<file path="config.mk">
export PLATFORM = sky130hd
export DESIGN_NAME = sd_data_xfer
export DESIGN_NICKNAME = d
export VERILOG_FILES = /design/src/rtl/sd_data_xfer.sv
export SDC_FILE = /design/constraint.sdc
export NUM_CORES = 1
export LEC_CHECK = 0
export ABC_AREA = 1
export CORE_UTILIZATION = 38
export CTS_CLUSTER_SIZE = 12
export DETAILED_ROUTE_END_ITERATION = 16
export DONT_BUFFER_PORTS = 1
export MAX_ROUTING_LAYER = met4
export SLEW_MARGIN = 20
export SYNTH_ARGS = -nofsm -noshare
export SYNTH_HDL_FRONTEND = slang
export SYNTH_SLANG_ARGS = --single-unit
</file>
<file path="constraint.sdc">
create_clock -name clk -period 3.85 [get_ports clk]
set_input_delay 0.5775 -clock clk [delete_from_list [all_inputs] [get_ports clk]]
set_output_delay 0.5775 -clock clk [all_outputs]
set_load 0.005 [all_outputs]
</file>
<file path="src/rtl/sd_data_xfer.sv">
module sd_data_xfer #(
  parameter int FIFO_DEPTH = 8,
  parameter int CRC_TICKS  = 17
) (
  input  logic        clk,
  input  logic        rst_n,
  input  logic        reg_we,
  input  logic [2:0]  reg_addr,
  input  logic [31:0] reg_wdata,
  output logic [31:0] reg_rdata,
  input  logic        fifo_push,
  input  logic [31:0] fifo_wdata,
  input  logic        fifo_pop,
  output logic [31:0] fifo_rdata,
  output logic        fifo_full,
  output logic        fifo_empty,
  input  logic        sd_tick,
  input  logic [7:0]  dat_in,
  input  logic        crc_fail,
  output logic [7:0]  dat_out,
  output logic        dat_oe,
  output logic        irq
);
  localparam int AW = $clog2(FIFO_DEPTH);
  localparam int PW = $clog2(CRC_TICKS);

  typedef enum logic [3:0] {
    S_IDLE, S_WFULL, S_RWAIT, S_RDATA, S_RCRC, S_TSTART, S_TDATA, S_TCRC, S_TBUSY
  } st_t;

  st_t         st;
  logic [11:0] bnum_q, bsize_q, blk_q;
  logic        dir_q, dma_q, wide_q, w8_q;
  logic [23:0] tcfg_q, tmo_q;
  logic [14:0] bits_q;
  logic [31:0] sreg;
  logic [PW-1:0] ph_q;
  logic [7:3]  sts_q;
  logic [9:0]  int_q;
  logic [7:0]  dout_q;
  logic        oe_q;

  logic [31:0] mem [FIFO_DEPTH];
  logic [AW-1:0] wp, rp;
  logic [AW:0]   cnt;

  logic [14:0] wstep, bits_nx;
  logic [31:0] rx_word, tx_shift, head;
  logic [7:0]  tx_lanes;
  logic        word_done, size_ok, go, idle, rx_on, tx_on;
  logic        push_bus, pop_bus, do_push, do_pop, wr_ok, rd_ok;
  logic        crc_end, ev_tmo, ev_rxcrc, ev_txcrc, ev_busy, blk_end, ev_done;
  logic [9:0]  int_set, int_clr;
  logic        unused_bits;

  assign unused_bits = ^{reg_wdata[31:27], reg_wdata[25:17], reg_wdata[13]};

  assign idle      = (st == S_IDLE);
  assign rx_on     = (st == S_RWAIT) || (st == S_RDATA) || (st == S_RCRC);
  assign tx_on     = !idle && !rx_on;
  assign wstep     = w8_q ? 15'd8 : (wide_q ? 15'd4 : 15'd1);
  assign bits_nx   = bits_q - wstep;
  assign word_done = (bits_nx[4:0] == 5'd0);
  assign size_ok   = (bsize_q[1:0] == 2'b00) && (bsize_q != 12'd0);
  assign go        = reg_we && (reg_addr == 3'd0) && reg_wdata[14] && idle
                     && size_ok && (reg_wdata[11:0] != 12'd0);

  always_comb begin
    if (w8_q) begin
      rx_word  = {sreg[23:0], dat_in};
      tx_shift = {sreg[23:0], 8'h00};
      tx_lanes = sreg[31:24];
    end else if (wide_q) begin
      rx_word  = {sreg[27:0], dat_in[3:0]};
      tx_shift = {sreg[27:0], 4'h0};
      tx_lanes = {4'hF, sreg[31:28]};
    end else begin
      rx_word  = {sreg[30:0], dat_in[0]};
      tx_shift = {sreg[30:0], 1'b0};
      tx_lanes = {7'h7F, sreg[31]};
    end
  end

  // FIFO
  assign fifo_full  = (cnt == (AW+1)'(FIFO_DEPTH));
  assign fifo_empty = (cnt == '0);
  assign head       = mem[rp];
  assign fifo_rdata = head;
  assign push_bus   = sd_tick && (st == S_RDATA) && word_done;
  assign pop_bus    = sd_tick && (((st == S_TSTART) && !fifo_empty) ||
                                  ((st == S_TDATA) && word_done && (bits_nx != 15'd0)));
  assign do_push    = push_bus || fifo_push;
  assign do_pop     = pop_bus || fifo_pop;
  assign wr_ok      = do_push && !fifo_full;
  assign rd_ok      = do_pop && !fifo_empty;

  always_ff @(posedge clk)
    if (wr_ok) mem[wp] <= push_bus ? rx_word : fifo_wdata;

  always_ff @(posedge clk or negedge rst_n)
    if (!rst_n) begin
      wp <= '0; rp <= '0; cnt <= '0;
    end else begin
      if (wr_ok) wp <= wp + 1'b1;
      if (rd_ok) rp <= rp + 1'b1;
      cnt <= cnt + (AW+1)'(wr_ok) - (AW+1)'(rd_ok);
    end

  // events
  assign crc_end  = sd_tick && ((st == S_RCRC) || (st == S_TCRC)) && (ph_q == PW'(CRC_TICKS-1));
  assign ev_tmo   = sd_tick && (tmo_q == 24'd0) &&
                    (((st == S_RWAIT) && dat_in[0]) || ((st == S_TBUSY) && !dat_in[0]));
  assign ev_rxcrc = crc_end && (st == S_RCRC) && crc_fail;
  assign ev_txcrc = crc_end && (st == S_TCRC) && crc_fail;
  assign ev_busy  = sd_tick && (st == S_TBUSY) && dat_in[0];
  assign blk_end  = (crc_end && (st == S_RCRC) && !crc_fail) || ev_busy;
  assign ev_done  = blk_end && (blk_q == 12'd1);
  assign int_set  = {ev_busy, 5'b0, ev_txcrc, ev_rxcrc, ev_tmo, ev_done};
  assign int_clr  = (reg_we && reg_addr == 3'd6) ? reg_wdata[9:0] : 10'd0;
  assign irq      = |int_q;
  assign dat_out  = dout_q;
  assign dat_oe   = oe_q;

  always_ff @(posedge clk or negedge rst_n)
    if (!rst_n) begin
      int_q <= '0;
      sts_q <= '0;
    end else begin
      int_q <= (int_q & ~int_clr) | int_set;
      if (go) sts_q <= '0;
      else    sts_q <= sts_q | {ev_txcrc, ev_rxcrc, ev_tmo, ev_done, ev_busy};
    end

  always_ff @(posedge clk or negedge rst_n)
    if (!rst_n) begin
      st <= S_IDLE;
      bnum_q <= '0; bsize_q <= '0; blk_q <= '0;
      dir_q <= 1'b0; dma_q <= 1'b0; wide_q <= 1'b0; w8_q <= 1'b0;
      tcfg_q <= '0; tmo_q <= '0; bits_q <= '0; sreg <= '0; ph_q <= '0;
      dout_q <= 8'hFF; oe_q <= 1'b0;
    end else begin
      if (reg_we && idle) begin
        case (reg_addr)
          3'd0: begin
            bnum_q <= reg_wdata[11:0]; dir_q <= reg_wdata[12]; dma_q <= reg_wdata[15];
            wide_q <= reg_wdata[16];   w8_q  <= reg_wdata[26];
          end
          3'd1: bsize_q <= reg_wdata[11:0];
          3'd2: tcfg_q  <= reg_wdata[23:0];
          default: ;
        endcase
      end
      case (st)
        S_IDLE: if (go) begin
          blk_q  <= reg_wdata[11:0];
          bits_q <= {bsize_q, 3'b000};
          tmo_q  <= tcfg_q;
          st     <= reg_wdata[12] ? S_WFULL : S_RWAIT;
        end
        S_WFULL: if (fifo_full) st <= S_TSTART;
        S_RWAIT: if (sd_tick) begin
          if (!dat_in[0])            st <= S_RDATA;
          else if (tmo_q == 24'd0)   st <= S_IDLE;
          else                       tmo_q <= tmo_q - 24'd1;
        end
        S_RDATA: if (sd_tick) begin
          sreg   <= rx_word;
          bits_q <= bits_nx;
          if (bits_nx == 15'd0) begin st <= S_RCRC; ph_q <= '0; end
        end
        S_TSTART: if (sd_tick && !fifo_empty) begin
          sreg <= head; dout_q <= 8'h00; oe_q <= 1'b1; st <= S_TDATA;
        end
        S_TDATA: if (sd_tick) begin
          dout_q <= tx_lanes;
          sreg   <= (word_done && bits_nx != 15'd0) ? head : tx_shift;
          bits_q <= bits_nx;
          if (bits_nx == 15'd0) begin st <= S_TCRC; ph_q <= '0; end
        end
        S_RCRC, S_TCRC: if (sd_tick) begin
          oe_q <= 1'b0; dout_q <= 8'hFF;
          if (ph_q != PW'(CRC_TICKS-1)) ph_q <= ph_q + 1'b1;
          else if (crc_fail)            st <= S_IDLE;
          else if (st == S_TCRC) begin  st <= S_TBUSY; tmo_q <= tcfg_q; end
          else if (blk_q == 12'd1) begin blk_q <= '0; st <= S_IDLE; end
          else begin
            blk_q <= blk_q - 12'd1; bits_q <= {bsize_q, 3'b000};
            tmo_q <= tcfg_q; st <= S_RWAIT;
          end
        end
        S_TBUSY: if (sd_tick) begin
          if (dat_in[0]) begin
            if (blk_q == 12'd1) begin blk_q <= '0; st <= S_IDLE; end
            else begin
              blk_q <= blk_q - 12'd1; bits_q <= {bsize_q, 3'b000};
              tmo_q <= tcfg_q; st <= S_TSTART;
            end
          end
          else if (tmo_q == 24'd0) st <= S_IDLE;
          else                     tmo_q <= tmo_q - 24'd1;
        end
        default: st <= S_IDLE;
      endcase
    end

  always_comb begin
    case (reg_addr)
      3'd0:    reg_rdata = {5'b0, w8_q, 9'b0, wide_q, dma_q, 2'b0, dir_q, bnum_q};
      3'd1:    reg_rdata = {20'b0, bsize_q};
      3'd2:    reg_rdata = {8'b0, tcfg_q};
      3'd3:    reg_rdata = {8'b0, bits_q[14:3], blk_q};
      3'd4:    reg_rdata = {24'b0, sts_q, 1'b0, tx_on, rx_on};
      3'd5:    reg_rdata = {20'b0, fifo_full, 11'(cnt)};
      3'd6:    reg_rdata = {22'b0, int_q};
      default: reg_rdata = 32'b0;
    endcase
  end


  fifo_no_overflow_chk: assert property (@(posedge clk) disable iff (!rst_n)
    do_push |-> !fifo_full);

  fifo_no_underflow_chk: assert property (@(posedge clk) disable iff (!rst_n)
    do_pop |-> !fifo_empty);

  wfull_hold_chk: assert property (@(posedge clk) disable iff (!rst_n)
    (st == S_WFULL && !fifo_full) |=> (st == S_WFULL));

  drive_only_write_chk: assert property (@(posedge clk) disable iff (!rst_n)
    dat_oe |-> dir_q);

  bad_launch_ignored_chk: assert property (@(posedge clk) disable iff (!rst_n)
    (idle && reg_we && reg_addr == 3'd0 && reg_wdata[14] && !size_ok) |=> (st == S_IDLE));

  timeout_at_zero_chk: assert property (@(posedge clk) disable iff (!rst_n)
    $rose(int_q[1]) |-> ($past(tmo_q) == 24'd0 && st == S_IDLE));

  done_last_block_chk: assert property (@(posedge clk) disable iff (!rst_n)
    $rose(int_q[0]) |-> (blk_q == 12'd0 && st == S_IDLE));

  bits_bound_chk: assert property (@(posedge clk) disable iff (!rst_n)
    !idle |-> (bits_q <= {bsize_q, 3'b000}));
endmodule

</file>
==> flow_summary.json <==
{
  "netlist_area_um2": 22400,
  "grt_setup_unrepaired": "no",
  "dp_cells": 3218,
  "worstPathMaxFanout": 5,
  "wl_um": 71500,
  "drv_slew": 0,
  "dpl.hpwl_um": 49300,
  "fin_nets": 2605,
  "die_w_um": 245,
  "p_clk_share_pct": 21.5,
  "final_util_pct": 43.0,
  "p_int_mw": 11.8,
  "dieHeight_um": 245,
  "fin_area_um2": 25000,
  "switchingPower_mw": 9.54,
  "die_area_um2": 59900,
  "violations": "hold timing",
  "drive_gt1_share_pct": 8.22,
  "ys_warn_count": 0,
  "ant_nets": 0,
  "hold_ws_ps": -327,
  "place_ws_ps": 292,
  "powerDensity_nw_per_um2": 854,
  "htreeDepth": 2,
  "insertion_delay_ps": 620,
  "ys_ff_latch": 434,
  "clockRootBuffer": "clkbuf_16",
  "cp_slowest_cell": "dfrtp_1",
  "numCtsBuffers": 49,
  "vias": 18700,
  "mostFrequentLayoutCells": "nand2_1 (474), nor2_1 (313), edfxtp_1 (256), inv_1 (251), o21ai_0 (243)",
  "clkTransAtPathRegs_ps": 60,
  "area_growth_pct": 11.4,
  "first_pass_iters": 5,
  "startpoint_type": "flip-flop",
  "grt_max_degree": 179,
  "hp-class": "in -> async",
  "worst_pin_slew_ps": 946,
  "drt_first_iter_violations": 1709,
  "postPlaceCellArea_um2": 23300,
  "end_kind": "flip-flop",
  "grt.overflow.total": 0,
  "finClkSkew_ps": 22.5,
  "leakage_nw": 10.2,
  "gp_congestion": 0.960,
  "critical_path_class": "reg -> reg",
  "layout.cells.most_common": "nand2_1",
  "max_stage_delay_ps": 410,
  "cp_common_cell": "nand2_1",
  "combPwrFrac_pct": 44.4,
  "arrival_ps": 3990,
  "maxCapViolCount": 0,
  "clock-sinks": 434,
  "pwr-share-seq_pct": 34.1,
  "tritoncts": "built",
  "finalCriticalPeriod_ps": 3510,
  "fin_cells": 3314,
  "yosysSeqAreaShare_pct": 54.2,
  "ir_drop_uv": 400,
  "ys_async_sr_fraction_pct": 41.0,
  "finalPower_mw": 21.3,
  "relSlewSlack_pct": 36.2,
  "grt_pass1_wl_um": 110000,
  "start_util_pct": 38.6,
  "crit_chain": "nor2_2 > ha_1 > ha_1 > inv_1 > nand2_1 > nand2_1 > nand2_1 > nand2_1 > nand2_1 > nand2_1 > nor2_1 > nand2_1 > nor2_1 > nand2_2 > nand4_1 > nand2_1 > nand2_1 > inv_1 > ha_1 > inv_1 > ha_1 > fa_1 > xor2_1",
  "synth_edf_count": 256,
  "gr-usage-all-layers_pct": 24.6,
  "finalSetupViolations": 0,
  "layout_setup_ws_ps": 341,
  "drc": 0,
  "status": "complete, but fails checks",
  "ios": 158,
  "p_sw_share_pct": 44.8,
  "numPortBuffers": 0,
  "vias_per_cell": 5.63,
  "syn_inst": 2524,
  "fmax_mhz": 285,
  "cts_buffer_depth": 3,
  "synth_area_per_cell_um2": 8.88,
  "finalSetupTns_ps": 0,
  "ys.flop_type": "edfxtp_1",
  "row_count": 88,
  "antenna_found_initial": 5,
  "wl_per_cell_um": 21.6,
  "synth_cell_types": 64,
  "period_share_pct": 91.1,
  "cts_setup_buffers": 0,
  "grt_pass1_vias": 18200,
  "core_um2": 58000,
  "finalHoldViolations": 170,
  "crit_required_ps": 4340
}
==> flip-flops by register name (all words and copies together) (netlist names), 8 cells and up <==
signal / cells
tcfg_q: 24
blk_q: 12
mem: 256
bnum_q: 12
sreg: 32
tmo_q: 24
bsize_q: 12
int_q: 10
dat_out: 8
bits_q: 15
==> what timing repair did <==
action / 4_1_cts / 5_1_grt
endpoints found under the setup margin: 0 / 57
endpoints found under the hold margin: 178 / 178
gates resized for setup: 0 / 7
==> logic make-up after synthesis <==
logic type | count (synthesis) | synth area share, %
simple gates | 1009 | 18.9
compound gates | 634 | 17.4
flops | 434 | 54.2
buf+inv | 405 | 7.47
xor+xnor | 20 | 0.782
fa+ha+maj | 19 | 1.09
mux | 2 | 0.0949
other cells | 1 | 0.0167
==> worst paths after layout <==
check	slack, ps	endpoint	depth (start not counted)	start
hold / removal	-330	tmo_q[18]	0	rst_n
hold reg to reg	480	bnum_q[3]	2	bnum_q[3]
max in group asynchronous	3740	sreg[19]	0	rst_n
setup / recovery	340	cnt[2]	23	w8_q
setup reg to reg	340	cnt[2]	23	w8_q
min in group clk	60	int_q[8]	1	reg_wdata[8]
==> layer usage <==
metal,vias to the layer above,GRT usage [%],share of wire [%]
met5,-,-,0
met4,0,7.96,2.9
met3,131,5.83,8.8
met2,749,38.6,46
met1,9129,31.3,42
li1,8650,-,-
==> Yosys cell counts, drive strengths merged (2+ instances only) <==
cell	count	share of area, %
nand2	491	8.5
nor2	335	5.9
o21ai	284	6.3
inv	268	4.5
edfxtp	256	34
dfrtp	170	19
nand3	130	2.9
a21oi	97	2.2
clkbuf	79	1.3
o32ai	65	2.5
buf	53	1.5
a21boi	35	1.2
o21a	31	1.0
o22ai	31	0.87
a22oi	28	0.94
nor3	19	0.49
ha	18	1.0
nand4	18	0.50
o221ai	15	0.59
o211ai	13	0.44
xor2	13	0.51
nor4	9	0.28
o2111ai	9	0.35
a221oi	8	0.34
dfstp	8	0.94
xnor2	7	0.27
a31oi	5	0.14
clkinv	5	0.11
or2	4	0.11
o31ai	3	0.10
a21o	2	0.067
==> cell type report <==
cell class	instances	area, µm²
Antenna cell	5	12.5
Tap cell	765	957
Timing Repair Buffer	55	513
Inverter	273	1030
Clock buffer	74	1420
Clock inverter	17	171
Fill cell	5601	33100
Sequential cell	434	12200
Multi-Input combinational cell	1691	8680
==> critical path, delay by kind of cell, from the launching register on <==
family	cells	cell delay [ps]
AND/OR/NAND/NOR	14	1390
flip-flops	1	410
adder cells (fa/ha/maj)	5	1270
XOR/XNOR	1	170
buffers and inverters	3	160
==> power groups by stage <==
| stage | clock network, mW | registers [mW] | logic, mW |
|---|---|---|---|
| 3_5_place_dp | 0 | 7.31 | 9.36 |
| 6_report | 4.58 | 7.26 | 9.47 |
| 2_1_floorplan | 0 | 6.82 | 6.84 |
| 4_1_cts | 4.66 | 7.23 | 9.41 |
| 5_1_grt | 4.84 | 7.40 | 10.5 |
| 3_3_place_gp | 0 | 7.28 | 9.22 |
No activity file was read; power rests on OpenSTA's default activity.
